**src/rtl/fivefn_alu_pkg.sv**
```systemverilog
package fivefn_alu_pkg;
  typedef enum logic [2:0] {
    OPC_AND = 3'b000,
    OPC_OR  = 3'b001,
    OPC_ADD = 3'b010,
    OPC_SUB = 3'b110,
    OPC_SLT = 3'b111
  } alu_op_e;

  localparam int unsigned CTRL_W = 3;
endpackage

```
**src/rtl/alu_cla_group.sv**
```systemverilog
module alu_cla_group #(
  parameter int unsigned GW = 4
) (
  input  logic [GW-1:0] a,
  input  logic [GW-1:0] b,
  input  logic          cin,
  output logic [GW-1:0] sum,
  output logic          grp_g,
  output logic          grp_p
);
  logic [GW-1:0] gen;
  logic [GW-1:0] prp;
  logic [GW:0]   cy;

  assign gen = a & b;
  assign prp = a | b;

  always_comb begin
    cy[0] = cin;
    for (int k = 0; k < GW; k++) begin
      cy[k+1] = gen[k] | (prp[k] & cy[k]);
    end
  end

  always_comb begin
    grp_g = 1'b0;
    grp_p = 1'b1;
    for (int k = 0; k < GW; k++) begin
      grp_g = gen[k] | (prp[k] & grp_g);
      grp_p = grp_p & prp[k];
    end
  end

  assign sum = a ^ b ^ cy[GW-1:0];
endmodule

```
**src/rtl/alu_cla_adder.sv**
```systemverilog
module alu_cla_adder #(
  parameter int unsigned W  = 32,
  parameter int unsigned GW = 4
) (
  input  logic [W-1:0] a,
  input  logic [W-1:0] b,
  input  logic         cin,
  output logic [W-1:0] sum
);
  localparam int unsigned NGRP = W / GW;

  logic [NGRP-1:0] g_grp;
  logic [NGRP-1:0] p_grp;
  logic [NGRP:0]   c_grp;

  always_comb begin
    c_grp[0] = cin;
    for (int j = 0; j < NGRP; j++) begin
      c_grp[j+1] = g_grp[j] | (p_grp[j] & c_grp[j]);
    end
  end

  for (genvar j = 0; j < NGRP; j++) begin : g_grp_inst
    alu_cla_group #(.GW(GW)) u_grp (
      .a     (a[j*GW +: GW]),
      .b     (b[j*GW +: GW]),
      .cin   (c_grp[j]),
      .sum   (sum[j*GW +: GW]),
      .grp_g (g_grp[j]),
      .grp_p (p_grp[j])
    );
  end
endmodule

```
**src/rtl/alu_bitwise_unit.sv**
```systemverilog
module alu_bitwise_unit #(
  parameter int unsigned W = 32
) (
  input  logic [W-1:0] a,
  input  logic [W-1:0] b,
  output logic [W-1:0] and_o,
  output logic [W-1:0] or_o
);
  assign and_o = a & b;
  assign or_o  = a | b;
endmodule

```
**src/rtl/alu_flag_unit.sv**
```systemverilog
module alu_flag_unit #(
  parameter int unsigned W = 32
) (
  input  logic         a_sign,
  input  logic         b_eff_sign,
  input  logic         sum_sign,
  input  logic         arith_sel,
  input  logic [W-1:0] res,
  output logic         lt_o,
  output logic         ovf_o,
  output logic         zero_o
);
  logic raw_ovf;

  // Same-sign inputs to the adder with a sign change at its output.
  assign raw_ovf = (a_sign == b_eff_sign) && (sum_sign != a_sign);
  assign lt_o    = sum_sign ^ raw_ovf;
  assign ovf_o   = arith_sel & raw_ovf;
  assign zero_o  = ~(|res);
endmodule

```
**src/rtl/fivefn_alu.sv**
```systemverilog
module fivefn_alu
  import fivefn_alu_pkg::*;
#(
  parameter int unsigned W  = 32,
  parameter int unsigned GW = 4
) (
  input  logic [W-1:0]      op_a,
  input  logic [W-1:0]      op_b,
  input  logic [CTRL_W-1:0] ctrl,
  output logic [W-1:0]      result,
  output logic              zero_o,
  output logic              ovf_o
);
  localparam int unsigned MSB = W - 1;

  alu_op_e     opc;
  logic        neg_b;
  logic [W-1:0] b_eff;
  logic [W-1:0] sum;
  logic [W-1:0] and_r;
  logic [W-1:0] or_r;
  logic        lt_bit;
  logic        arith_sel;
  logic [W-1:0] res_nxt;

  assign opc       = alu_op_e'(ctrl);
  assign neg_b     = ctrl[CTRL_W-1];
  assign b_eff     = neg_b ? ~op_b : op_b;
  assign arith_sel = (opc == OPC_ADD) || (opc == OPC_SUB);

  alu_bitwise_unit #(.W(W)) u_bit (
    .a     (op_a),
    .b     (op_b),
    .and_o (and_r),
    .or_o  (or_r)
  );

  alu_cla_adder #(.W(W), .GW(GW)) u_add (
    .a   (op_a),
    .b   (b_eff),
    .cin (neg_b),
    .sum (sum)
  );

  always_comb begin
    unique case (opc)
      OPC_AND: res_nxt = and_r;
      OPC_OR:  res_nxt = or_r;
      OPC_ADD: res_nxt = sum;
      OPC_SUB: res_nxt = sum;
      OPC_SLT: res_nxt = {{(W-1){1'b0}}, lt_bit};
      default: res_nxt = '0;
    endcase
  end

  assign result = res_nxt;

  alu_flag_unit #(.W(W)) u_flg (
    .a_sign     (op_a[MSB]),
    .b_eff_sign (b_eff[MSB]),
    .sum_sign   (sum[MSB]),
    .arith_sel  (arith_sel),
    .res        (res_nxt),
    .lt_o       (lt_bit),
    .ovf_o      (ovf_o),
    .zero_o     (zero_o)
  );
endmodule

```
**config.mk**
```make
export PLATFORM = sky130hd
export DESIGN_NAME = fivefn_alu
export DESIGN_NICKNAME = d
export VERILOG_FILES = /design/src/rtl/fivefn_alu_pkg.sv /design/src/rtl/alu_cla_group.sv /design/src/rtl/alu_cla_adder.sv /design/src/rtl/alu_bitwise_unit.sv /design/src/rtl/alu_flag_unit.sv /design/src/rtl/fivefn_alu.sv
export SDC_FILE = /design/constraint.sdc
export NUM_CORES = 1
export LEC_CHECK = 0
export CORE_MARGIN = 1.5
export CORE_UTILIZATION = 49
export DETAILED_ROUTE_END_ITERATION = 16
export PLACE_DENSITY = 0.91
export SYNTH_ARGS = -nofsm -noshare
export SYNTH_HDL_FRONTEND = slang
export SYNTH_SLANG_ARGS = --single-unit
```
**constraint.sdc**
```tcl
create_clock -name vclk -period 8.1
set_clock_uncertainty 0.05 [all_clocks]
set_input_delay 1.62 -clock vclk [all_inputs]
set_output_delay 1.62 -clock vclk [all_outputs]
set_load 0.02 [all_outputs]
```
==> results_dict.tcl <==
set metrics [dict create \
    syn_inst 374 \
    power.leakage_nw 2.15 \
    die_width_um 81.3 \
    drive_gt1_share_pct 16.5 \
    drt-total-wl_um 9380 \
    crit_type "input port to output pin" \
    globalplace.congestion 0.831 \
    ant_nets 0 \
    synth_cell_types 44 \
    clkPwrFrac_pct 0 \
    ir_drop_uv 58.2 \
    nNetsFinal 656 \
    place.detailed.hpwl_um 7570 \
    cp-end-kind "output pin" \
    cp_common_cell "nor4_2" \
    hold_class "input port to output pin" \
    cpPeakStageDelay_ns 0.54 \
    power.total_mw 0.380 \
    fmax_mhz 127 \
    crit_buf_inv 6 \
    num-fill-cells 394 \
    start_util_pct 50.7 \
    grt_pass1_vias 3251 \
    die_y_um 81.3 \
    netSwitchingFraction_pct 50.8 \
    synth_top_cells_by_count "inv_1 (74), ha_1 (56), xor2_1 (29)" \
    grt_pass1_wl_um 14400 \
    post-route-drc-count 0 \
    finalSetupViolations 0 \
    ios 101 \
    seqPwrFrac_pct 0 \
    finalMaxSlewViolations 0 \
    grt_max_degree 29 \
    hold_start "ctrl[2]" \
    combinationalPowerShare_pct 100.0 \
    intPower_mw 0.187 \
    vias 3129 \
    tightest_slew_ns 0.740 \
    clockBufferCount 0 \
    yosysWarnings 0 \
    start_kind "input port" \
    hold_viol_final 0 \
    min_to "result[31]" \
    die_area_um2 6600 \
    io_buffers 101 \
    placeableCoreArea_um2 5920 \
    drv_cap 0 \
    track_usage_pct 27.9 \
    path_max_fanout 3 \
    critPathArrivalTime_ns 6.23 \
    synth_nets 520 \
    crit_chain "clkdlybuf4s50_1 > xor2_2 > inv_1 > ha_1 > nor4_2 > buf_4 > nand2_1 > a21oi_2 > a211oi_2 > o211ai_1 > a211o_1 > fa_1 > inv_1 > fa_2 > inv_2 > fa_1 > a22o_1 > nor4_2 > and4bb_1 > nand4_1 > nor4_2 > buf_4" \
    yosys.area.top_type "ha_1" \
    p_switching_mw 0.193 \
    drt-initial-drc-count 159 \
    multiInputGateArea_um2 2750 \
    yosysTopAreaCellShare_pct 23.4 \
    status "finished, final reports clean" \
    required_ns 6.43 \
    synth_area_leaders "ha_1 (23%), fa_1 (15%), inv_1 (9.3%)" \
    min_path_cells 5 \
    n_antenna_cell 0 \
    dp_cells 582 \
    viasPerCell 5.37 \
    seqCellArea_um2 0 \
    post_drt_wl_per_cell_um 16.1 \
    powerDensity_nw_per_um2 84.2 \
    fin_cells 583 \
    grt_overflow_total 0 \
    post-synth-top-count-cell "inv_1" \
    period_needed_ns 7.90 \
    seq_area_frac_synth_pct 0 \
    netlist_area_um2 3000 \
    fin_crit_sh_pct 97.5 \
    seq_cells 0 \
    syn_to_final_growth_pct 50.4 \
    slew_headroom_pct 50.6 \
    synth.avg_cell_area_um2 8.02 \
    dr.pass1.iters 4 \
    core.rowCount 28 \
    cp_top_family "simple AND/OR/NAND/NOR gates" \
    crit_slowest_cell "clkdlybuf4s50_1" \
    antenna_found_initial 0 \
]
==> area by class of cell <==
type	instances	area share [%]
timing repair buffer	149	30.9
tap	75	2.08
multi-input combinational	285	60.8
inverter	74	6.15
==> cell families (layout without fill, tap and decap cells) <==
family / after synthesis / in the layout / synth area share, %
fa+ha+maj: 106 / 106 / 48.1
compound gates: 70 / 70 / 15.0
buf+inv: 89 / 223 / 12.0
xor+xnor: 42 / 42 / 12.3
simple gates: 66 / 66 / 12.3
mux: 1 / 1 / 0.375
==> worst max path at each step <==
stage               startpoint    endpoint  cells past startpoint
floorplan              ctrl[2]      zero_o                     21
global placement       op_b[1]      zero_o                     21
detailed placement     op_b[1]      zero_o                     21
CTS                   op_b[12]  result[31]                     22
global route          op_b[14]      zero_o                     22
finish                op_b[14]      zero_o                     22
==> metrics by stage <==
stage,worst slack [ns],cell area (um^2),utilization [%],hold WS [ns],TNS [ns]
3_3_place_gp,-0.232,4400,74.3,4.24,-0.276
6_report,0.202,4510,76.2,3.92,0
4_1_cts,0.00956,4430,74.8,4.02,0
5_1_grt,-0.0237,4510,76.2,3.95,-0.0237
2_1_floorplan,0.169,3000,-,3.39,0
3_5_place_dp,-0.427,4400,74.3,4.25,-0.583
==> timing repair <==
action,4_1_cts,5_1_grt
setup buffers,0,1
resized for setup,10,23
endpoints found under the hold margin,0,0
pin swaps,1,12
endpoints found under the setup margin,2,3
hold buffers,0,0
cloned,0,0
==> placed cells by master, fill, tap and decap left out, types with 3 or more instances in the layout <==
cell type,count
xnor2_1,13
buf_4,48
xor2_2,4
nand2_1,17
o21ai_0,16
nand2b_1,3
a21oi_1,15
nor4_1,5
maj3_1,18
o21ai_1,5
o22ai_1,3
nand4_1,3
nor4_2,7
ha_1,54
xor2_1,25
maj3_2,9
a22o_1,16
inv_1,73
dlymetal6s2s_1,4
nor2b_1,4
fa_1,22
clkdlybuf4s50_1,94
nor2_1,12
==> power by group through the flow <==
stage                     Combinational, mW  Clock, mW  Sequential (mW)
final                                 0.380          0                0
after global routing                  0.414          0                0
after floorplan                       0.198          0                0
after detailed placement              0.363          0                0
after global placement                0.349          0                0
after CTS                             0.369          0                0
==> layer usage <==
layer / global-route usage (%) / routed length (um)
met3: 1.46 / 460
met2: 54.4 / 4880
met4: 8.79 / 286
met1: 32.1 / 3750
met5: 0 / 0
Note: power is estimated with default switching activity, not from simulation.
